<file path="src/rtl/luop_pkg.sv">
package luop_pkg;
  // 4-bit function code; each code is its own truth table, so it is indexed by operand bits
  typedef logic [3:0] fcode_t;
  localparam fcode_t FC_CLEAR = 4'd0;
  localparam fcode_t FC_AND   = 4'd1;
  localparam fcode_t FC_PASSA = 4'd3;
  localparam fcode_t FC_SET   = 4'd15;
endpackage

</file>
<file path="src/rtl/luop_bitcell.sv">
module luop_bitcell
  import luop_pkg::*;
(
  input  fcode_t code,
  input  logic   a,
  input  logic   b,
  output logic   y
);
  logic [1:0] sel;
  // Truth-table lookup: index {~a,~b} into the function code
  assign sel = {~a, ~b};
  assign y   = code[sel];
endmodule

</file>
<file path="src/rtl/luop_array.sv">
module luop_array
  import luop_pkg::*;
#(
  parameter int WIDTH = 16
) (
  input  fcode_t           code,
  input  logic [WIDTH-1:0] a,
  input  logic [WIDTH-1:0] b,
  output logic [WIDTH-1:0] y
);
  for (genvar i = 0; i < WIDTH; i++) begin : g_bit
    luop_bitcell u_cell (
      .code (code),
      .a    (a[i]),
      .b    (b[i]),
      .y    (y[i])
    );
  end
endmodule

</file>
<file path="src/rtl/luop_dest_reg.sv">
module luop_dest_reg #(
  parameter int WIDTH = 16
) (
  input  logic             clk,
  input  logic             rst,
  input  logic             load,
  input  logic [WIDTH-1:0] d,
  output logic [WIDTH-1:0] q
);
  always_ff @(posedge clk) begin
    if (rst)       q <= '0;
    else if (load) q <= d;
  end

  a_r1_reset_clears: assert property (@(posedge clk) rst |=> q == '0);
  a_r2_hold_when_idle: assert property (@(posedge clk) disable iff (rst)
    !load |=> $stable(q));
  a_r10_load_latency: assert property (@(posedge clk) disable iff (rst)
    load |=> q == $past(d));
endmodule

</file>
<file path="src/rtl/luop_zero_detect.sv">
module luop_zero_detect #(
  parameter int WIDTH = 16
) (
  input  logic [WIDTH-1:0] v,
  output logic             is_zero
);
  assign is_zero = ~(|v);
endmodule

</file>
<file path="src/rtl/logic_uop_unit.sv">
module logic_uop_unit
  import luop_pkg::*;
#(
  parameter int WIDTH = 16
) (
  input  logic             clk,
  input  logic             rst,
  input  logic             load_en,
  input  logic [3:0]       func,
  input  logic [WIDTH-1:0] opa,
  input  logic [WIDTH-1:0] opb,
  output logic [WIDTH-1:0] result,
  output logic             zero
);
  localparam logic [WIDTH-1:0] ALL_ONES = {WIDTH{1'b1}};

  logic [WIDTH-1:0] fn_out;

  luop_array #(.WIDTH(WIDTH)) u_array (
    .code (fcode_t'(func)),
    .a    (opa),
    .b    (opb),
    .y    (fn_out)
  );

  luop_dest_reg #(.WIDTH(WIDTH)) u_reg (
    .clk  (clk),
    .rst  (rst),
    .load (load_en),
    .d    (fn_out),
    .q    (result)
  );

  luop_zero_detect #(.WIDTH(WIDTH)) u_zero (
    .v       (result),
    .is_zero (zero)
  );

  a_r3_clear_code: assert property (@(posedge clk) disable iff (rst)
    (load_en && func == FC_CLEAR) |=> result == '0);
  a_r3_set_code: assert property (@(posedge clk) disable iff (rst)
    (load_en && func == FC_SET) |=> result == ALL_ONES);
  a_r4_and_code: assert property (@(posedge clk) disable iff (rst)
    (load_en && func == FC_AND) |=> result == ($past(opa) & $past(opb)));
  a_r6_pass_a: assert property (@(posedge clk) disable iff (rst)
    (load_en && func == FC_PASSA) |=> result == $past(opa));
  a_r9_zero_flag: assert property (@(posedge clk) disable iff (rst)
    zero == (result == '0));
endmodule

</file>
<file path="config.mk">
export PLATFORM = sky130hd
export DESIGN_NAME = logic_uop_unit
export DESIGN_NICKNAME = d
export VERILOG_FILES = /design/src/rtl/luop_pkg.sv /design/src/rtl/luop_bitcell.sv /design/src/rtl/luop_array.sv /design/src/rtl/luop_dest_reg.sv /design/src/rtl/luop_zero_detect.sv /design/src/rtl/logic_uop_unit.sv
export SDC_FILE = /design/constraint.sdc
export NUM_CORES = 1
export LEC_CHECK = 0
export BUFFER_PORTS_ARGS = -buffer_cell sky130_fd_sc_hd__buf_2
export CAP_MARGIN = 20
export CORE_ASPECT_RATIO = 2
export CORE_MARGIN = 2
export CORE_UTILIZATION = 52
export DETAILED_ROUTE_END_ITERATION = 10
export MAX_ROUTING_LAYER = met4
export PLACE_DENSITY = 0.93
export SETUP_SLACK_MARGIN = 0.05
export SYNTH_ARGS = -nofsm -noshare
export SYNTH_HDL_FRONTEND = slang
export SYNTH_SLANG_ARGS = --single-unit
</file>
<file path="constraint.sdc">
create_clock -name clk -period 2.2 [get_ports clk]
set_clock_uncertainty 0.15 [all_clocks]
set_input_delay 0.44 -clock clk [delete_from_list [all_inputs] [get_ports clk]]
set_output_delay 0.44 -clock clk [all_outputs]
set_load 0.02 [all_outputs]
</file>
==> run summary <==
status = complete, no violations
WP data required = 1.61 ns
RePlAce Congestion = 0.756
Setup crit end kind = output port
postcts setup bufs = 0
number of global-route vias before repair = 1341
Yosys reg bits = 16
initial drt markers = 51
global-route wire length before repair = 6090 microns
cell leakage power = 0.733 nW
share of cells above drive strength 1 = 42.0%
Worst R2R End = u_reg.q[11]
Setup Slack @ Placement = 0.420 ns
largest net degree at the start of global routing = 49
htree depth = 1
WL per Instance = 18.3 microns
Layout fillers = 222
final net count = 216
setup ws final = 0.307 ns
Reg2Reg Depth = 2
GRT Util Overall = 27.6%
io pins = 56
non-filler instance count after layout = 204
Syn Area/Cell = 10.6 sq um
pwr/cell area = 514 nW/um^2
Critical Path Source Type = flip-flop
DP Cell Count = 200
clk buf depth = 2
die width = 40.5 microns
max reg flops = 16
crit path kind = reg2out
CTS tree = done
grt ovf = 0
PostCTS Resize Cnt = 0
cell area after synthesis = 1380 sq um
Mapped Nets = 170
synth unique cells = 13
sequential area share after synthesis = 23.2%
Setup TNS = 0 ns
number of diodes = 0
Post-DRT Antenna Nets = 0
RSZ-0062 raised after global routing = no
Remaining DRCs = 0
Fmax = 528 MHz
Worst Tran Pin Value = 0.657 ns
largest fanout on the critical path = 3
synthesized instance count = 131
Vias = 1330
Top reg by flops = u_reg.q
DRT Pass-1 Iters = 4
Layout area overhead = 20.2%
CTS hold repair buffers = 0
CP Data Arrival Time = 1.30 ns
RR Startpoint = u_reg.q[11]
final period utilization = 86.0%
hold path cells = 3
Clk pin slew, worst setup/hold paths = 0.07 ns
Peak VDD IR = 0.000391 V
Final setup viols = 0
Post-DP HPWL = 2610 microns
clk sinks = 16
Rel. slew slack = 56.2%
Detailed Route WL = 3730 microns
Port-buffer cells = 55
initial antenna violation count = 0
fin crit period = 1.89 ns
Hold Violations, Final = 0
Hold Startpoint = opb[8]
Core ar. = 2540 sq um
max cap viols = 0
Rows = 26
Initial Utilization = 54.5%
biggest regs = u_reg.q x16
clk_lat worst skew = 0.25 ns
Hold/Removal Path Class = in2reg
PnR Total Power = 0.000855 W
DR vias/cell = 6.52
total CTS buffers = 3
die height = 76.9 microns
die area = 3110 sq um
R2R Setup Slk = 1.08 ns
Core Util, Final = 65.5%
Ys Warns = 0
max-slew violations = 0
root buffer cell = clkbuf_8
worst hold path endpoint = u_reg.q[8]
[cells by family (layout without fill, tap and decap cells)]
logic type | count (synthesis) | in the layout | share of synthesized area, %
compound gates | 16 | 16 | 16.0
mux | 32 | 32 | 23.2
simple gates | 53 | 53 | 31.4
buf+inv | 14 | 59 | 6.24
flops | 16 | 16 | 23.2
[cells in the mapped netlist, drive strengths merged]
master	n	area (sq um)
and4	1	8.76
buf	10	71.3
clkbuf	4	15.0
dfxtp	16	320
mux2i	32	320
nand3b	16	120
nor4	4	25.0
o221ai	16	221
or3b	32	280
[where the power goes]
part	total, W	switching (W)	internal, W	leakage [nW]
sequential	0.000332	0.0000192	0.000313	0.132
clock	0.000265	0.000106	0.000159	0.0288
combinational	0.000258	0.000144	0.000114	0.572
[how the worst max path moves through the flow]
stage                start           to  slack, ns
2_1_floorplan  u_reg.q[14]         zero       0.67
3_3_place_gp       load_en  u_reg.q[13]       0.52
3_5_place_dp       load_en  u_reg.q[13]       0.42
4_1_cts         u_reg.q[4]         zero       0.30
5_1_grt         u_reg.q[6]         zero       0.24
6_report        u_reg.q[4]         zero       0.31
[critical path: stages (launching register included)]
cell	delay [ns]
dfxtp_1	0.33
nor4_1	0.32
and4_1	0.24
buf_2	0.16
[placed cells by master, fill, tap and decap left out, drive strengths merged]
cell / netlist / final
dfxtp: 16 / 16
buf: 10 / 55
o221ai: 16 / 16
clkbuf: 4 / 4
nor4: 4 / 4
mux2i: 32 / 32
or3b: 32 / 32
nand3b: 16 / 16
and4: 1 / 1
[stage by stage]
step	cell area [sq um]	hold slack, ns
final	1660	0.364
after global routing	1660	0.369
after CTS	1660	0.367
after global placement	1610	0.442
after floorplan	1380	0.488
after detailed placement	1610	0.448
[layout make-up]
class,count,area (sq um),share of cell area [%]
Sequential cell,16,320,19.3
Clock buffer,4,55.1,3.31
Tap cell,28,35.0,2.11
Timing Repair Buffer,55,275,16.6
Multi-Input combinational cell,101,976,58.7
[metal layers]
layer | GRT usage, % | wire length, microns
met1 | 33.5 | 1420
met3 | 3.76 | 209
met4 | 9.67 | 46
met2 | 44.1 | 2050
met5 | - | 0
No activity file was read; power rests on OpenSTA's default activity.
